[config.mk]
export PLATFORM = sky130hd
export DESIGN_NAME = cprod_bank
export DESIGN_NICKNAME = d
export VERILOG_FILES = /design/src/rtl/cprod_pkg.sv /design/src/rtl/cprod_ctrl.sv /design/src/rtl/cprod_dpath.sv /design/src/rtl/cprod_bank.sv
export SDC_FILE = /design/constraint.sdc
export NUM_CORES = 1
export LEC_CHECK = 0
export BUFFER_PORTS_ARGS = -buffer_cell sky130_fd_sc_hd__clkbuf_2
export CAP_MARGIN = 10
export CELL_PAD_IN_SITES_DETAIL_PLACEMENT = 2
export CELL_PAD_IN_SITES_GLOBAL_PLACEMENT = 2
export CORE_MARGIN = 1
export CORE_UTILIZATION = 36
export CTS_CLUSTER_SIZE = 24
export DETAILED_ROUTE_END_ITERATION = 6
export PLACE_DENSITY = 0.87
export SYNTH_ARGS = -nofsm -noshare
export SYNTH_HDL_FRONTEND = slang
export SYNTH_SLANG_ARGS = --single-unit
export TNS_END_PERCENT = 10
[constraint.sdc]
create_clock -name clk -period 3.4 [get_ports clk]
set_input_delay 0.85 -clock clk [delete_from_list [all_inputs] [get_ports clk]]
set_output_delay 0.85 -clock clk [all_outputs]
set_load 0.01 [all_outputs]
[src/rtl/cprod_pkg.sv]
package cprod_pkg;

  typedef struct packed {
    logic clear;     // first cycle of a frame: reset carries and delays
    logic live;      // an input bit is being consumed this cycle
    logic holdSign;  // current input bit is the activation MSB
    logic extend;    // guard cycle: use the held sign bit
    logic last;      // final bit of the frame
  } ctlStrobes_t;

  function automatic int unsigned magOf(input int signed w);
    return (w < 0) ? int'(-w) : int'(w);
  endfunction

endpackage

[src/rtl/cprod_ctrl.sv]
module cprod_ctrl #(
  parameter int ACT_W     = 8,
  parameter int FRAME_LEN = 11
) (
  input  logic                   clk,
  input  logic                   rstN,
  input  logic                   startIn,
  output cprod_pkg::ctlStrobes_t stb
);
  localparam int IDX_W = (FRAME_LEN > 1) ? $clog2(FRAME_LEN) : 1;

  logic [IDX_W-1:0] cntQ;
  logic             busyQ;
  logic [IDX_W-1:0] idx;
  logic             live;

  assign idx  = startIn ? '0 : cntQ;
  assign live = startIn | busyQ;

  always_comb begin
    stb.clear    = startIn;
    stb.live     = live;
    stb.holdSign = live && (idx == IDX_W'(ACT_W - 1));
    stb.extend   = live && (idx >= IDX_W'(ACT_W));
    stb.last     = live && (idx == IDX_W'(FRAME_LEN - 1));
  end

  always_ff @(posedge clk) begin
    if (!rstN) begin
      cntQ  <= '0;
      busyQ <= 1'b0;
    end else if (startIn) begin
      busyQ <= (FRAME_LEN > 1);
      cntQ  <= IDX_W'(1);
    end else if (busyQ) begin
      if (cntQ == IDX_W'(FRAME_LEN - 1)) begin
        busyQ <= 1'b0;
        cntQ  <= '0;
      end else begin
        cntQ <= cntQ + IDX_W'(1);
      end
    end
  end
endmodule

[src/rtl/cprod_dpath.sv]
module cprod_dpath #(
  parameter int        NUM_W = 4,
  parameter int        MAG_W = 2,
  parameter int signed WEIGHT_SET [NUM_W] = '{-3, -1, 1, 3}
) (
  input  logic                   clk,
  input  logic                   rstN,
  input  cprod_pkg::ctlStrobes_t stb,
  input  logic                   actBitIn,
  output logic [NUM_W-1:0]       prodBitsOut,
  output logic                   prodBitValid,
  output logic                   prodDone
);
  logic             signQ;
  logic             effBit;
  logic [MAG_W-2:0] dlyQ;
  logic [MAG_W-1:0] tap;
  logic [NUM_W-1:0] laneBits;

  assign effBit = stb.extend ? signQ : actBitIn;

  always_ff @(posedge clk) begin
    if (!rstN) signQ <= 1'b0;
    else if (stb.holdSign) signQ <= actBitIn;
  end

  // shared delay line: tap[k] is the activation shifted left by k
  always_ff @(posedge clk) begin
    if (!rstN) begin
      dlyQ <= '0;
    end else if (stb.live) begin
      dlyQ[0] <= effBit;
      for (int j = 1; j <= MAG_W - 2; j++) begin
        dlyQ[j] <= stb.clear ? 1'b0 : dlyQ[j-1];
      end
    end
  end

  assign tap[0] = effBit;
  for (genvar k = 1; k < MAG_W; k++) begin : g_tap
    assign tap[k] = stb.clear ? 1'b0 : dlyQ[k-1];
  end

  for (genvar l = 0; l < NUM_W; l++) begin : g_lane
    localparam int unsigned MAG = cprod_pkg::magOf(WEIGHT_SET[l]);
    localparam bit          NEG = (WEIGHT_SET[l] < 0);

    logic [MAG_W:0]   part;
    logic [MAG_W-1:0] carryQ;
    logic [MAG_W-1:0] carryNxt;
    logic             negQ;
    logic             negIn;
    logic             negCin;

    assign part[0] = 1'b0;
    for (genvar k = 0; k < MAG_W; k++) begin : g_add
      localparam bit USE = ((MAG >> k) & 1) == 1;
      logic addend;
      logic cin;
      assign addend      = USE ? tap[k] : 1'b0;
      assign cin         = stb.clear ? 1'b0 : carryQ[k];
      assign part[k+1]   = part[k] ^ addend ^ cin;
      assign carryNxt[k] = (part[k] & addend) | (cin & (part[k] ^ addend));
    end

    // serial two's complement negation: invert and add one
    assign negIn       = part[MAG_W] ^ NEG;
    assign negCin      = stb.clear ? NEG : negQ;
    assign laneBits[l] = negIn ^ negCin;

    always_ff @(posedge clk) begin
      if (!rstN) begin
        carryQ <= '0;
        negQ   <= 1'b0;
      end else if (stb.live) begin
        carryQ <= carryNxt;
        negQ   <= negIn & negCin;
      end
    end
  end

  always_ff @(posedge clk) begin
    if (!rstN) begin
      prodBitsOut  <= '0;
      prodBitValid <= 1'b0;
      prodDone     <= 1'b0;
    end else begin
      prodBitsOut  <= stb.live ? laneBits : '0;
      prodBitValid <= stb.live;
      prodDone     <= stb.last;
    end
  end
endmodule

[src/rtl/cprod_bank.sv]
module cprod_bank #(
  parameter int        ACT_W = 8,
  parameter int        GUARD = 3,
  parameter int        NUM_W = 4,
  parameter int        MAG_W = 2,
  parameter int signed WEIGHT_SET [NUM_W] = '{-3, -1, 1, 3},
  localparam int       FRAME_LEN = ACT_W + GUARD
) (
  input  logic             clk,
  input  logic             rstN,
  input  logic             startIn,
  input  logic             actBitIn,
  output logic [NUM_W-1:0] prodBitsOut,
  output logic             prodBitValid,
  output logic             prodDone
);
  cprod_pkg::ctlStrobes_t stb;

  cprod_ctrl #(.ACT_W(ACT_W), .FRAME_LEN(FRAME_LEN)) u_ctrl (
    .clk(clk), .rstN(rstN), .startIn(startIn), .stb(stb)
  );

  cprod_dpath #(.NUM_W(NUM_W), .MAG_W(MAG_W), .WEIGHT_SET(WEIGHT_SET)) u_dpath (
    .clk(clk), .rstN(rstN), .stb(stb), .actBitIn(actBitIn),
    .prodBitsOut(prodBitsOut), .prodBitValid(prodBitValid), .prodDone(prodDone)
  );
endmodule

==> flow_summary.yaml <==
status:
  status: "finished clean"
sta:
  min_period_ns: 2.59
  tightest_slew_ns: 0.587
  setup_slack_ns: 0.808
  max_freq_ghz: 0.386
  setup_viol: 0
  final_max_slew_viol_count: 0
  final.setup_skew_ns: 0.00855
  relSlewSlack: 0.609
  period_share: 0.762
  hold_violations: 0
  rsz0062_at_grt: "false"
  setup_tns_ns: 0
synth:
  ys_ff_latch: 25
  syn_nets: 147
  synthCells: 132
  synth_top_cell_area_share: 0.410
  ys_types: 36
  netlist_area_um2: 1220
  syn_area_per_cell_um2: 9.25
  ys_seq_area_frac: 0.410
  yosysWarnings: 0
  synth_area_leader_cell: "dfxtp_1"
  synth_area_leaders: "dfxtp_1 (41%), ha_1 (9.2%), nand2_1 (7.1%), a21boi_0 (6.8%), nor2b_1 (4.1%)"
place:
  gp_congestion: 0.664
  dp_hpwl_um: 1950
  portBuffers: 9
  preCtsSetupSlack_ns: 0.435
setup_path:
  endpoint_kind: "flop"
  r2r_slack_ns: 0.87
  critPathBufInv: 3
  crit_family: "adder cells"
  crit_path_top_delay_cell: "fa_1"
  crit_required_ns: 3.62
  crit_chain: "clkbuf_2, nand3b_1, mux2i_1, inv_1, ha_1, fa_1, inv_1, ha_1, and3_2"
  cp-start-kind: "input pin"
  max_stage_delay_ns: 0.50
  crit_type: "input pin to flop"
  cp.arrival_ns: 2.82
  crit_fanout: 3
layout:
  insertedDiodeCount: 0
  fin_util: 0.419
  fill_cells: 362
  area_delta_synth_final_pct: 7.27
  drive_above_1_share: 0.164
  nets: 156
route:
  drt_iter0_drc: 19
  drc_errors: 0
  vias_per_cell: 5.07
  wire_per_inst_um: 13.8
  drtAntennaViolNets: 0
  dr.pass1.iters: 2
  vias: 932
  wirelength_um: 2540
clocking:
  root_buffer: "clkbuf_4"
  clk_latency_ns: 0.32
  hold_buffers: 0
  numClockSinks: 25
  post-cts-setup-buffers: 0
  clk_pin_slew_worst_paths_ns: 0.14
  cts_tree: "built"
  htreeDepth: 1
  clockBufferDepth: 2
  ctsResizeCount: 0
  cts_buffers: 3
global_route:
  grt_usage: 0.172
  antenna_found_initial: 0
  grt-ovfl-total: 0
  grt_pass1_vias: 1046
  grt_max_degree: 22
  grt_pass1_wl_um: 4530
floorplan:
  dieArea_um2: 3630
  coreArea_um2: 3130
  die-width_um: 60.2
  chipHeight_um: 60.2
  pin_count: 10
  start_util: 0.390
  rows: 20
power_and_ir_drop:
  powerDensity_nw_per_um2: 381
  ir_worst_vdd_uv: 213
  p_leak_nw: 0.551
hold_path:
  hold_path_class: "flop to flop"
job:
  maxCapViolCount: 0
-- synth_stat cells --
cell type,count
a211o_1,1
nor3_1,1
o41a_1,1
o31ai_1,1
nand2_1,23
nand3_1,1
nor4_1,1
o311ai_0,1
o41ai_1,1
nor2_1,1
a211oi_1,1
dfxtp_1,25
xnor2_1,1
o211a_1,1
buf_8,1
nor2b_1,8
xor2_1,1
and2_2,1
o211ai_1,1
mux2i_1,1
clkbuf_1,3
buf_6,2
nor2_2,1
and3_2,4
ha_1,9
or2_1,1
or2_2,2
nand3b_1,1
fa_1,2
a21boi_0,11
nand4b_1,1
a21oi_1,5
nand2b_1,5
o21ai_0,1
inv_1,10
buf_2,1
-- path summary, 6_finish.rpt --
| kind | start | to | depth (start not counted) |
|---|---|---|---|
| worst max-delay path | startIn | u_dpath.prodBitsOut[0]$_SDFF_PN0_ | 9 |
| worst min-delay path | u_dpath.g_lane[3].carryQ[0]$_SDFFE_PN0N_ | u_dpath.g_lane[3].carryQ[0]$_SDFFE_PN0N_ | 2 |
| worst max register to register | u_ctrl.busyQ$_SDFF_PN0_ | u_dpath.prodBitsOut[0]$_SDFF_PN0_ | 8 |
| worst min register to register | u_dpath.g_lane[3].carryQ[0]$_SDFFE_PN0N_ | u_dpath.g_lane[3].carryQ[0]$_SDFFE_PN0N_ | 2 |
-- area by class of cell --
type | count | area (um^2) | share of cell area
Clock buffer | 3 | 22.5 | 0.0172
Inverter | 10 | 37.5 | 0.0287
Multi-Input combinational cell | 90 | 629 | 0.480
Sequential cell | 25 | 500 | 0.382
Clock inverter | 1 | 5.00 | 0.00382
Tap cell | 44 | 55.1 | 0.0420
Timing Repair Buffer | 11 | 60.1 | 0.0458
-- metrics by stage --
stage	hold slack (ns)	cells	total power (W)	instance area, um^2
floorplan	0.410	132	0.000361	1220
global placement	0.421	180	0.000373	1280
detailed placement	0.429	180	0.000378	1280
CTS	0.448	184	0.000515	1310
global route	0.474	184	0.000532	1310
finish	0.441	184	0.000500	1310
-- layout by cell type, fill, tap and decap left out, types with 2 or more instances in the layout --
| cell | netlist | final |
|---|---|---|
| inv_1 | 10 | 10 |
| nand2b_1 | 5 | 5 |
| clkbuf_4 | 0 | 3 |
| fa_1 | 2 | 2 |
| nand2_1 | 23 | 23 |
| a21boi_0 | 11 | 11 |
| nor2b_1 | 8 | 8 |
| a21oi_1 | 5 | 5 |
| or2_2 | 2 | 2 |
| ha_1 | 9 | 9 |
| dfxtp_1 | 25 | 25 |
| clkbuf_2 | 0 | 9 |
| buf_4 | 0 | 2 |
| and3_2 | 4 | 4 |
-- routing by layer --
layer,part of all wire,GRT usage,up-vias
met1,0.39,0.167,464
met2,0.57,0.345,10
met4,0.010,0.0399,0
li1,-,-,454
met3,0.029,0.0519,4
met5,0,0,-
-- state kept, by name (all words and copies together), names as in the netlist --
name	flops
u_dpath.dlyQ	1
u_ctrl.busyQ	1
u_dpath.prodBitValid	1
u_dpath.prodBitsOut	4
u_dpath.signQ	1
u_dpath.prodDone	1
u_ctrl.cntQ	4
u_dpath.g_lane.negQ	4
u_dpath.g_lane.carryQ	8
-- worst min-delay path: stages, from the launching register on --
cell and delay, ns:
dfxtp_1 0.34, inv_1 0.05, a211oi_1 0.03
-- cell families (layout without fill, tap and decap cells) --
group                      after synthesis  count (layout)  synth area share
DFF                                     25              25             0.410
AOI/OAI and AO/OA                       25              25             0.150
buffers and inverters                   17              25            0.0748
xor gates and xnor gates                 2               2            0.0143
and+or+nand+nor                         51              51             0.218
adders and majority gates               11              11             0.125
muxes                                    1               1           0.00820
-- where the power goes --
group / leakage [nW] / internal, W / switching [W]
combinational: 0.329 / 0.0000236 / 0.0000342
clock: 0.0177 / 0.0000441 / 0.0000873
sequential: 0.204 / 0.000303 / 0.00000729
total: 0.551 / 0.000371 / 0.000129
Note: power is estimated with default switching activity, not from simulation.
